$ cat src/rtl/swc_pkg.sv
package swc_pkg;
  typedef enum logic [1:0] {ST_RUN = 2'd0, ST_STOP = 2'd1, ST_STAB = 2'd2} swc_state_e;
  typedef enum logic [1:0] {
    WK_RESUME = 2'b00,
    WK_XIRQ   = 2'b01,
    WK_IRQ    = 2'b10,
    WK_RESET  = 2'b11
  } wake_code_e;
  localparam int NUM_PERIPH = 4;
  localparam int NUM_PINS   = 3;
  localparam int MIN_STAB   = 3;
endpackage

$ cat src/rtl/swc_sync.sv
module swc_sync #(
  parameter int WIDTH  = 3,
  parameter int STAGES = 2
) (
  input  logic             clk,
  input  logic             rst,
  input  logic [WIDTH-1:0] d_async,
  output logic [WIDTH-1:0] q_sync
);
  logic [WIDTH-1:0] chain [STAGES];

  genvar s;
  generate
    for (s = 0; s < STAGES; s++) begin : g_stage
      always_ff @(posedge clk) begin
        if (rst) chain[s] <= '1;
        else if (s == 0) chain[s] <= d_async;
        else chain[s] <= chain[(s == 0) ? 0 : s-1];
      end
    end
  endgenerate

  assign q_sync = chain[STAGES-1];
endmodule

$ cat src/rtl/swc_wake_detect.sv
module swc_wake_detect (
  input  logic irq_n,
  input  logic xirq_n,
  input  logic reset_n,
  input  logic irq_edge_pend,
  input  logic i_mask,
  output logic wake_det
);
  logic irq_live;
  always_comb begin
    irq_live = !i_mask && (!irq_n || irq_edge_pend);
    wake_det = !reset_n || !xirq_n || irq_live;
  end
endmodule

$ cat src/rtl/swc_stab_timer.sv
module swc_stab_timer #(
  parameter int LEN = 4096
) (
  input  logic clk,
  input  logic rst,
  input  logic load,
  output logic done
);
  localparam int CW = (LEN > 1) ? $clog2(LEN) : 1;
  localparam logic [CW-1:0] START = CW'(LEN - 1);

  logic [CW-1:0] cnt;
  logic          running;

  always_ff @(posedge clk) begin
    if (rst) begin
      cnt     <= '0;
      running <= 1'b0;
    end else if (load) begin
      cnt     <= START;
      running <= 1'b1;
    end else if (running) begin
      if (cnt == '0) running <= 1'b0;
      else cnt <= cnt - 1'b1;
    end
  end

  assign done = running && (cnt == '0);


  timer_bound_chk: assert property (@(posedge clk) disable iff (rst)
    done |=> !done);
endmodule

$ cat src/rtl/swc_periph_gate.sv
module swc_periph_gate #(
  parameter int N = 4
) (
  input  logic         clk,
  input  logic         rst,
  input  logic         wait_mode,
  input  logic [N-1:0] periph_en,
  input  logic         osc_en,
  output logic [N-1:0] clk_gate
);
  logic [N-1:0] gate_q;

  genvar k;
  generate
    for (k = 0; k < N; k++) begin : g_periph
      always_ff @(posedge clk) begin
        if (rst) gate_q[k] <= 1'b1;
        else gate_q[k] <= !wait_mode || periph_en[k];
      end
      assign clk_gate[k] = gate_q[k] && osc_en;
    end
  endgenerate


  gate_frozen_chk: assert property (@(posedge clk) disable iff (rst)
    !osc_en |-> (clk_gate == '0));
endmodule

$ cat src/rtl/stop_wake_ctrl.sv
module stop_wake_ctrl
  import swc_pkg::*;
#(
  parameter int STAB_CYCLES = 4096,
  parameter bit STAB_BYPASS = 1'b0,
  parameter int SYNC_STAGES = 2
) (
  input  logic                  clk,
  input  logic                  rst,
  input  logic                  stop_req,
  input  logic                  s_flag,
  input  logic                  i_mask,
  input  logic                  x_mask,
  input  logic                  irq_n,
  input  logic                  xirq_n,
  input  logic                  reset_n,
  input  logic                  irq_edge_pend,
  input  logic                  wait_mode,
  input  logic [NUM_PERIPH-1:0] periph_en,
  output logic                  osc_en,
  output logic                  stop_active,
  output logic                  wake_valid,
  output logic [1:0]            wake_code
  ,output logic [NUM_PERIPH-1:0] clk_gate
);
  localparam int FLOOR    = (SYNC_STAGES + 1 > MIN_STAB) ? SYNC_STAGES + 1 : MIN_STAB;
  localparam int STAB_LEN = STAB_BYPASS ? FLOOR :
                            ((STAB_CYCLES > FLOOR) ? STAB_CYCLES : FLOOR);

  swc_state_e state;
  logic       wake_det;
  logic       tmr_load, tmr_done;
  logic [NUM_PINS-1:0] pins_s;
  logic [NUM_PINS-1:0] cause_now, cause_acc, cause_all;
  wake_code_e pick;

  swc_wake_detect u_det (
    .irq_n(irq_n), .xirq_n(xirq_n), .reset_n(reset_n),
    .irq_edge_pend(irq_edge_pend), .i_mask(i_mask), .wake_det(wake_det)
  );

  swc_sync #(.WIDTH(NUM_PINS), .STAGES(SYNC_STAGES)) u_sync (
    .clk(clk), .rst(rst), .d_async({reset_n, xirq_n, irq_n}), .q_sync(pins_s)
  );

  assign tmr_load = (state == ST_STOP) && wake_det;

  swc_stab_timer #(.LEN(STAB_LEN)) u_tmr (
    .clk(clk), .rst(rst), .load(tmr_load), .done(tmr_done)
  );

  // bit 2 reset, bit 1 xirq, bit 0 irq
  always_comb begin
    cause_now[2] = !pins_s[2];
    cause_now[1] = !pins_s[1];
    cause_now[0] = !i_mask && (!pins_s[0] || irq_edge_pend);
    cause_all    = cause_now | cause_acc;
    if (cause_all[2])      pick = WK_RESET;
    else if (cause_all[1]) pick = x_mask ? WK_RESUME : WK_XIRQ;
    else if (cause_all[0]) pick = WK_IRQ;
    else                   pick = WK_RESUME;
  end

  always_ff @(posedge clk) begin
    if (rst) begin
      state      <= ST_RUN;
      wake_valid <= 1'b0;
      wake_code  <= WK_RESUME;
      cause_acc  <= '0;
    end else begin
      wake_valid <= 1'b0;
      unique case (state)
        ST_RUN: begin
          if (stop_req && !s_flag) state <= ST_STOP;
        end
        ST_STOP: begin
          cause_acc <= '0;
          if (wake_det) state <= ST_STAB;
        end
        ST_STAB: begin
          cause_acc <= cause_all;
          if (tmr_done) begin
            state      <= ST_RUN;
            wake_valid <= 1'b1;
            wake_code  <= pick;
          end
        end
        default: state <= ST_RUN;
      endcase
    end
  end

  assign stop_active = (state == ST_STOP);
  assign osc_en      = (state != ST_STOP) || wake_det;

  swc_periph_gate #(.N(NUM_PERIPH)) u_gate (
    .clk(clk), .rst(rst), .wait_mode(wait_mode), .periph_en(periph_en),
    .osc_en(osc_en), .clk_gate(clk_gate)
  );


  stop_noop_chk: assert property (@(posedge clk) disable iff (rst)
    (!stop_active && stop_req && s_flag && !wake_valid && state == ST_RUN) |=> !stop_active);


  irq_masked_chk: assert property (@(posedge clk) disable iff (rst)
    (stop_active && i_mask && reset_n && xirq_n) |-> !osc_en);


  pulse_width_chk: assert property (@(posedge clk) disable iff (rst)
    wake_valid |=> !wake_valid);


  pulse_origin_chk: assert property (@(posedge clk) disable iff (rst)
    $rose(wake_valid) |-> !stop_active);


  leave_run_chk: assert property (@(posedge clk) disable iff (rst)
    wake_valid |-> !stop_active);
endmodule

$ cat config.mk
export PLATFORM = sky130hd
export DESIGN_NAME = stop_wake_ctrl
export DESIGN_NICKNAME = d
export VERILOG_FILES = /design/src/rtl/swc_pkg.sv /design/src/rtl/swc_sync.sv /design/src/rtl/swc_wake_detect.sv /design/src/rtl/swc_stab_timer.sv /design/src/rtl/swc_periph_gate.sv /design/src/rtl/stop_wake_ctrl.sv
export SDC_FILE = /design/constraint.sdc
export NUM_CORES = 1
export LEC_CHECK = 0
export ABC_AREA = 1
export BUFFER_PORTS_ARGS = -buffer_cell sky130_fd_sc_hd__buf_2
export CELL_PAD_IN_SITES_DETAIL_PLACEMENT = 0
export CELL_PAD_IN_SITES_GLOBAL_PLACEMENT = 1
export CORE_MARGIN = 2
export CORE_UTILIZATION = 36
export DETAILED_ROUTE_END_ITERATION = 10
export HOLD_SLACK_MARGIN = 0.03
export MAX_ROUTING_LAYER = met4
export PLACE_DENSITY = 0.72
export RECOVER_POWER = 25
export SYNTH_ARGS = -nofsm -noshare
export SYNTH_HDL_FRONTEND = slang
export SYNTH_SLANG_ARGS = --single-unit
export TNS_END_PERCENT = 50
$ cat constraint.sdc
create_clock -name clk -period 1.4 [get_ports clk]
set_clock_uncertainty 0.1 [all_clocks]
set_input_delay 0.14 -clock clk [delete_from_list [all_inputs] [get_ports clk]]
set_output_delay 0.14 -clock clk [all_outputs]
set_load 0.03 [all_outputs]
* Word level (Yosys, flattened, before mapping)
Memories as Yosys holds them, arrays and structs flattened.
Cells that the tools add are included.
** Cells by class
- $add $sub $neg :: 1
- Equal/unequal tests :: 7
- Mux-type cells :: 21
- Bitwise logic cells :: 4
- Reduce and logical (&&, ||, !) cells :: 35
** Operator list (count)
- 12-bit 2-to-1 mux :: 3
- 12-bit logical NOT :: 1
- 2-bit 2-to-1 mux :: 6
- 12-bit by 1-bit subtractor with 12-bit output (second input constant) :: 1
- 1-bit logical AND :: 9
- 1-bit logical NOT :: 9
- 1-bit logical OR :: 9
- 1-bit 2-to-1 mux :: 8
- 3-bit 2-to-1 mux :: 2
- 2-bit != test (second input constant) :: 3
- 2-bit one-hot mux with 3 select lines :: 1
- 3-bit one-hot mux with 2 select lines :: 1
- 2-bit by 1-bit != test with 1-bit output (second input constant) :: 2
- 2-bit AND reduction :: 2
- 2-bit nonzero test :: 2
- 3-bit bitwise OR :: 1
- 3-bit AND reduction :: 1
- 2-bit by 1-bit == test with 1-bit output (second input constant) :: 1
- 2-bit == test (second input constant) :: 1
- 2-bit logical NOT :: 1
- 1-bit bitwise OR :: 2
- 2-bit OR reduction :: 1
- 1-bit NOT :: 1
** Word-level totals
- Flip-flop bits (word level) :: 25
- RAM bits :: 6
- Bits of input ports :: 15
- Logic and storage cells :: 79
- Memories :: 1
** Memories
- u_sync.chain :: depth 2, width 3, read ports 2, clocked after memory_dff 0, write ports 2, RTL line swc_sync.sv:10 : logic [WIDTH-1:0] chain [STAGES];

* Logic depth before layout (Yosys ltp)
Gate-level depths: netlist of run 1.
- Depth after elaboration :: 7
- Gate-level depth with buffers :: 10

* Modules after synthesis
Synthesis of run 1 repeated with hierarchy kept, for this count alone.
** Unflattened totals
- Cells, all modules :: 242
- Area, all modules :: 1610.3 um^2
** Modules (own cells, without submodules)
- swc_stab_timer :: instances 1, cells each 134, area each 843.3 um^2
- stop_wake_ctrl :: instances 1, cells each 61, area each 422.9 um^2
- swc_sync :: instances 1, cells each 19, area each 168.9 um^2
- swc_periph_gate :: instances 1, cells each 21, area each 148.9 um^2
- swc_wake_detect :: instances 1, cells each 7, area each 26.3 um^2

* Worst setup path before layout of run 1
OpenSTA, ideal clock, no wires.
- Kind :: reg-to-reg
- From :: reg state[1]
- To :: reg state[1]
- Library setup time :: 0.110 ns
- Arrival :: 1.695 ns
- Data required time :: 1.190 ns
- Slack :: -0.505 ns
- Stages on the path, launching flop included :: 8
- Path buffers :: 0
- Path through :: dfxtp_1 inv_1 ha_1 nand4_1 nand3_1 nand2_1 inv_1 nor2_1
** On the way
- Cells in the longest elaborated chain, start to end :: 3
** Ends and longest elaborated chain
- start, declared :: RTL line stop_wake_ctrl.sv:30 : swc_state_e state;
- start signal, assigned :: RTL line stop_wake_ctrl.sv:66 : state <= ST_RUN;
- start signal, assigned :: RTL line stop_wake_ctrl.sv:74 : if (stop_req && !s_flag) state <= ST_STOP;
- start signal, assigned :: RTL line stop_wake_ctrl.sv:78 : if (wake_det) state <= ST_STAB;
- 2-bit by 1-bit == test with 1-bit output *
- via stop_active :: RTL line stop_wake_ctrl.sv:21 : output logic stop_active,
- 2-bit by 1-bit != test with 1-bit output (no source line)
- 3-bit AND reduction (no source line)
Mark *: on every way through the listed nets, which the timed path passes. The rest lies on a longest branch.
A chain may end at the register's enable or synchronous reset.

* Worst setup path in the final report of run 1
- From :: reg state[1]
- To :: out clk_gate[3]
** On the way
- Cells in the longest elaborated chain, start to end :: 3
** Ends and longest elaborated chain
- 2-bit by 1-bit != test with 1-bit output :: RTL line stop_wake_ctrl.sv:94 : assign osc_en = (state != ST_STOP) || wake_det;
- 1-bit logical OR :: RTL line stop_wake_ctrl.sv:94
- 1-bit logical AND :: RTL line swc_periph_gate.sv:20 : assign clk_gate[k] = gate_q[k] && osc_en;
- end, declared :: RTL line stop_wake_ctrl.sv:24 : ,output logic [NUM_PERIPH-1:0] clk_gate
Every way passes these cells.

==> results of run 1 <==
flip-flops by register name (all words and copies together) (netlist names):
| name | flops |
|---|---|
| cause_acc | 3 |
| state | 2 |
| u_gate.gate_q | 4 |
| u_sync.chain | 6 |
| u_tmr.cnt | 12 |
| u_tmr.running | 1 |
| wake_code | 2 |
| wake_valid | 1 |
cells in the final DEF, fill, tap and decap left out, drive strengths merged:
| cell | netlist | routed |
|---|---|---|
| nand3 | 27 | 27 |
| dfxtp | 31 | 31 |
| ha | 5 | 5 |
| buf | 3 | 55 |
| bufinv | 0 | 1 |
| nand3b | 7 | 7 |
| or2 | 8 | 8 |
| a31oi | 1 | 1 |
| nand2 | 54 | 54 |
| dlygate4sd3 | 0 | 8 |
| o21ai | 8 | 8 |
| clkbuf | 3 | 8 |
| nor2 | 20 | 20 |
| nor3 | 4 | 4 |
| a21oi | 18 | 18 |
| inv | 31 | 31 |
| dlymetal6s4s | 0 | 1 |
| nand4 | 4 | 4 |
worst max-delay path, cell delays in order (launching register included):
cell     delay [ps]
dfxtp_2         320
inv_2            70
ha_4            140
nand4_1         210
nand2_1         160
inv_2            40
buf_6           130
timing repair:
action,CTS,global route
resized for setup,28,34
pin swaps,13,19
hold buffers,9,0
setup buffers,5,5
endpoints found under the hold margin,7,0
endpoints found under the setup margin,21,24
cloned,0,2
power by group:
group | internal [mW] | leakage (nW) | switching [mW]
clock | 0.521 | 0.0513 | 0.309
sequential | 1.01 | 0.256 | 0.0989
combinational | 1.09 | 0.852 | 1.20
final cells by class:
class	count	share of cell area, %
sequential	31	25.7
timing repair buffer	66	22.6
tap	52	2.66
clock inverter	1	1.23
clock buffer	6	2.96
multi-input combinational	156	40.0
inverter	31	4.96
worst min-delay path by stage:
stage,start,endpoint,slack [ps],depth (start not counted)
after floorplan,wait_mode,u_gate.gate_q[0]$_SDFF_PP1_,130,1
after global placement,periph_en[3],u_gate.gate_q[3]$_SDFF_PP1_,220,2
after detailed placement,periph_en[0],u_gate.gate_q[0]$_SDFF_PP1_,230,2
after CTS,rst,cause_acc[2]$_SDFFE_PP0P_,40,2
after global routing,rst,cause_acc[2]$_SDFFE_PP0P_,80,2
final,rst,cause_acc[2]$_SDFFE_PP0P_,60,2
stage by stage:
stage	cells	utilization (%)	hold WS, ps	area (um2)
6_report	343	57.4	55.6	2450
5_1_grt	343	57.4	84.8	2450
4_1_cts	337	52.6	42.5	2240
3_5_place_dp	316	45.0	235	1920
3_3_place_gp	316	45.0	223	1920
2_1_floorplan	224	-	126	1600
layer usage:
layer	vias to the layer above	routed length (um)	global-route usage, %
li1	845	-	-
met2	25	1930	27.3
met3	4	108	3.90
met4	0	47	6.41
met5	-	0	-
met1	698	1850	20.2
cell families after synthesis:
| logic type | share of synthesized area (%) |
|---|---|
| and+or+nand+nor | 36.8 |
| buffers and inverters | 10.7 |
| DFF | 39.6 |
| AOI/OAI and AO/OA | 8.93 |
| adders and majority gates | 3.99 |
==> results_dict.tcl, run 1 <==
set metrics [dict create \
    place_congestion 0.736 \
    drv_slew 0 \
    track_usage_pct 16.8 \
    clock_latency_ps 280 \
    fillers 403 \
    layout-drive-gt1-share_pct 42.6 \
    cp-endpoint "clk_gate[3]" \
    vias 1572 \
    synth_top_area_share_pct 39.6 \
    post-route-drc-count 0 \
    fin_ws_ps -184 \
    synth_most_common_cell "nand2_1" \
    synth_common_cells "nand2_1, dfxtp_1, inv_1, nand3_1, nor2_1" \
    synth_ff_type "dfxtp_1" \
    cts_buffers 5 \
    synth_top_area_cell "dfxtp_1" \
    io_buffers 23 \
    dpl.hpwl_mm 2.59 \
    cap_violations 0 \
    avgSynthCellArea_um2 7.00 \
    die_y_um 70.0 \
    pwr_density_cell_nw_per_um2 1730 \
    p_leak_nw 1.16 \
    finalPower_mw 4.23 \
    cts_tree "built" \
    drt-pass1-iter-count 4 \
    outcome "complete, but fails checks" \
    grt_pass1_wl_mm 6.29 \
    cts_buffer_depth 2 \
    r2r_slack_ps 0 \
    hold_viol_final 0 \
    layout_min_cycle_time_ps 1580 \
    drtIter0Drc 38 \
    vdd_ir_drop_max_mv 0.753 \
    ys_warn_count 0 \
    register_area_um2 628 \
    r2r_cells 9 \
    worstReg2RegEnd "u_tmr.cnt[0]$_SDFFE_PP0P_" \
    synth_nets 244 \
    min_path_type "input pin to flip-flop" \
    synthArstFlopShare_pct 0 \
    vias_per_cell 4.58 \
    grt_max_degree 19 \
    cts_root_buffer "clkbuf_8" \
    critPathKind "flip-flop to output pin" \
    grt.overflow.total 0 \
    crit_arrival_ps 1340 \
    ys_ff_latch 31 \
    multi_input_area_um2 978 \
    critPathRequiredTime_ps 1160 \
    core_um2 4260 \
    ios 24 \
    r2r_start "u_tmr.cnt[0]$_SDFFE_PP0P_" \
    start_kind "flip-flop" \
    dieArea_um2 4900 \
    synth_edf_count 0 \
    antenna-diode-count 0 \
    failed_checks "setup timing" \
    cp_max_fo 6 \
    rsz0062_at_grt "true" \
    syn-cell-area_um2 1570 \
    netlist_instances 224 \
    drtAntennaViolNets 0 \
    htreeDepth 2 \
    slew_headroom_pct 83.9 \
    synthToLayoutAreaGrowth_pct 56.1 \
    grt_pass1_vias 1373 \
    start_util_pct 36.8 \
    yosysUniqueCellTypes 23 \
    setup_tns_ps -811 \
    dp_worst_setup_slack_ps -99.3 \
    wire_per_inst_um 11.5 \
    synthTopCellsByArea "dfxtp_1, nand2_1, nand3_1" \
    crit_path_end_kind "output pin" \
    fmax_ghz 0.631 \
    tightest_slew_ps 241 \
    dieWidth_um 70.0 \
    post-route-period-util_pct 113 \
    nets 311 \
    cts.clk_slew.worst_paths_ps 70 \
    totalWireLength_mm 3.94 \
    yosysSeqAreaShare_pct 39.6 \
    setup_viol 7 \
    clkSinkCount 31 \
    cp-startpoint "state[1]$_SDFFE_PP0P_" \
    rows 24 \
    antenna_found_initial 0 \
]
(Power assumes the default switching activity.)
==> inputs of run 2 (changes only) <==
--- a/config.mk
+++ b/config.mk
@@ -10,13 +10,13 @@
 export CELL_PAD_IN_SITES_DETAIL_PLACEMENT = 0
 export CELL_PAD_IN_SITES_GLOBAL_PLACEMENT = 1
 export CORE_MARGIN = 2
-export CORE_UTILIZATION = 36
+export CORE_UTILIZATION = 39
 export DETAILED_ROUTE_END_ITERATION = 10
 export HOLD_SLACK_MARGIN = 0.03
 export MAX_ROUTING_LAYER = met4
-export PLACE_DENSITY = 0.72
+export PLACE_DENSITY = 0.74
 export RECOVER_POWER = 25
 export SYNTH_ARGS = -nofsm -noshare
 export SYNTH_HDL_FRONTEND = slang
 export SYNTH_SLANG_ARGS = --single-unit
-export TNS_END_PERCENT = 50
+export TNS_END_PERCENT = 1
==> constraint.sdc (replaced) <==
create_clock -name clk -period 1.7 [get_ports clk]
set_clock_uncertainty 0.1 [all_clocks]
set_input_delay 0.17 -clock clk [delete_from_list [all_inputs] [get_ports clk]]
set_output_delay 0.17 -clock clk [all_outputs]
set_load 0.03 [all_outputs]
==> run 2 against run 1 <==
Net effect: the flow now finishes without violations; cell count fell by 6.7%; largest power group unchanged; sequential power shrank 18%; die area is 7.3% lower; first-iteration DRC count rose by 82%; highest routed layer unchanged; sequential share of layout area up 4.7 points; hold slack improved by 45 ps; final area fell by 16%; setup slack gained 280 ps.
==> results_dict.tcl, run 2 (synthesized netlist as in run 1, its figures left out) <==
set metrics [dict create \
    fmax_ghz 0.622 \
    fin_ws_ps 92.7 \
    dpl.hpwl_mm 2.51 \
    p_leak_nw 0.967 \
    critPathKind "input pin to output pin" \
    wire_per_inst_um 11.2 \
    hold_start "x_mask" \
    drv_slew 0 \
    track_usage_pct 18.3 \
    crit_arrival_ps 1340 \
    slew_headroom_pct 76.0 \
    hold_end "wake_code[0]$_SDFFE_PP0P_" \
    core_um2 3940 \
    antenna-diode-count 0 \
    totalWireLength_mm 3.57 \
    layout_commonest_cell "nand2_1" \
    tightest_slew_ps 361 \
    dp_worst_setup_slack_ps 39.4 \
    ios 24 \
    worstReg2RegEnd "u_tmr.cnt[10]$_SDFFE_PP0P_" \
    io_buffers 23 \
    outcome "completed" \
    r2r_slack_ps 160 \
    grt_max_degree 17 \
    dp.cells 301 \
    layout_min_cycle_time_ps 1610 \
    r2r_start "u_tmr.cnt[0]$_SDFFE_PP0P_" \
    grt_pass1_wl_mm 5.95 \
    grt.overflow.total 0 \
    min_path_type "input pin to flip-flop" \
    start_util_pct 39.8 \
    nets 290 \
    htreeDepth 2 \
    die_y_um 67.4 \
    min_path_cells 4 \
    dieWidth_um 67.4 \
    final_cells 320 \
    critPathRequiredTime_ps 1430 \
    synthToLayoutAreaGrowth_pct 30.4 \
    r2r_cells 9 \
    top_regs "u_tmr.cnt (12), u_sync.chain (6), u_gate.gate_q (4)" \
    cts_buffers 5 \
    hold_viol_final 0 \
    rsz0062_at_grt "true" \
    drt-pass1-iter-count 4 \
    post-route-period-util_pct 94.5 \
    cts.clk_slew.worst_paths_ps 60 \
    regMostFlops "u_tmr.cnt" \
    pwr_density_cell_nw_per_um2 1430 \
    crit_path_end_kind "output pin" \
    vias_per_cell 4.74 \
    rows 23 \
    cts_tree "built" \
    grt_pass1_vias 1317 \
    vias 1518 \
    drtIter0Drc 69 \
    setup_viol 0 \
    place_congestion 0.818 \
    start_kind "input pin" \
    final_cell_mix "nand2_1, inv_1, dfxtp_1" \
    vdd_ir_drop_max_mv 0.719 \
    cts_root_buffer "clkbuf_8" \
    cap_violations 0 \
    clock_latency_ps 280 \
    post-route-drc-count 0 \
    drtAntennaViolNets 0 \
    dieArea_um2 4550 \
    largest_reg_flops 12 \
    cts_buffer_depth 2 \
    clkSinkCount 31 \
    layout-drive-gt1-share_pct 20.4 \
    cp_max_fo 8 \
    antenna_found_initial 0 \
]
## run 2: cell types whose count changed in the layout (fill, tap and decap cells not counted), sizes merged
cell	previous run	this run
buf	55	30
clkbuf	8	10
dlygate4sd3	8	11
dlymetal6s4s	1	0
## run 2: through the flow
step	total power, mW	cell area (um2)	hold slack, ps	util [%]	setup TNS (ps)
2_1_floorplan	1.91	1580	156	-	0
3_3_place_gp	2.17	1780	256	45.2	0
3_5_place_dp	2.16	1780	260	45.2	0
4_1_cts	2.87	2000	90.0	50.8	0
5_1_grt	3.20	2050	101	51.9	-4.86
6_report	2.93	2050	100	51.9	0
## run 2: worst max path at each step
stage	start	endpoint	slack [ps]	cells after the start
after floorplan	state[1]$_SDFFE_PP0P_	clk_gate[0]	30	5
after global placement	u_tmr.cnt[0]$_SDFFE_PP0P_	u_tmr.cnt[10]$_SDFFE_PP0P_	90	9
after detailed placement	u_tmr.cnt[0]$_SDFFE_PP0P_	u_tmr.cnt[9]$_SDFFE_PP0P_	40	9
after CTS	u_tmr.cnt[0]$_SDFFE_PP0P_	u_tmr.cnt[9]$_SDFFE_PP0P_	20	9
after global routing	state[1]$_SDFFE_PP0P_	clk_gate[1]	-5	7
final	reset_n	clk_gate[2]	90	7
## run 2: worst max-delay path, stage by stage
cell and delay [ps]:
dlygate4sd3_1 530, buf_2 130, nand4_1 100, buf_6 130, nand2_1 50, inv_1 40
buf_2 180
## run 2: layout make-up
cell class	instances	area [um2]
clock buffer	6	72.6
clock inverter	1	30.0
fill	411	1900
inverter	31	116
multi-input combinational	156	823
sequential	31	622
tap	50	62.6
timing repair buffer	45	319
## run 2: power breakdown
| part | leakage [nW] | switching (mW) | internal [mW] |
|---|---|---|---|
| Clock | 0.0513 | 0.254 | 0.429 |
| Combinational | 0.661 | 0.794 | 0.544 |
| Sequential | 0.254 | 0.0870 | 0.823 |
## run 2: metal layers
| layer | routed length (um) | vias up | part of all wire [%] | GRT usage (%) |
|---|---|---|---|---|
| met3 | 135 | 6 | 3.8 | 4.50 |
| met2 | 1740 | 30 | 49 | 31.6 |
| met1 | 1640 | 675 | 46 | 20.8 |
| li1 | - | 807 | - | - |
| met5 | 0 | - | 0 | - |
| met4 | 55 | 0 | 1.5 | 6.12 |
## run 2: repair_timing
item / in CTS / in global routing
hold buffers: 11 / 0
gates resized for setup: 0 / 14
endpoints found under the hold margin: 7 / 0
pin swaps: 1 / 0
buffers inserted: 1 / 0
setup endpoints to repair: 5 / 15
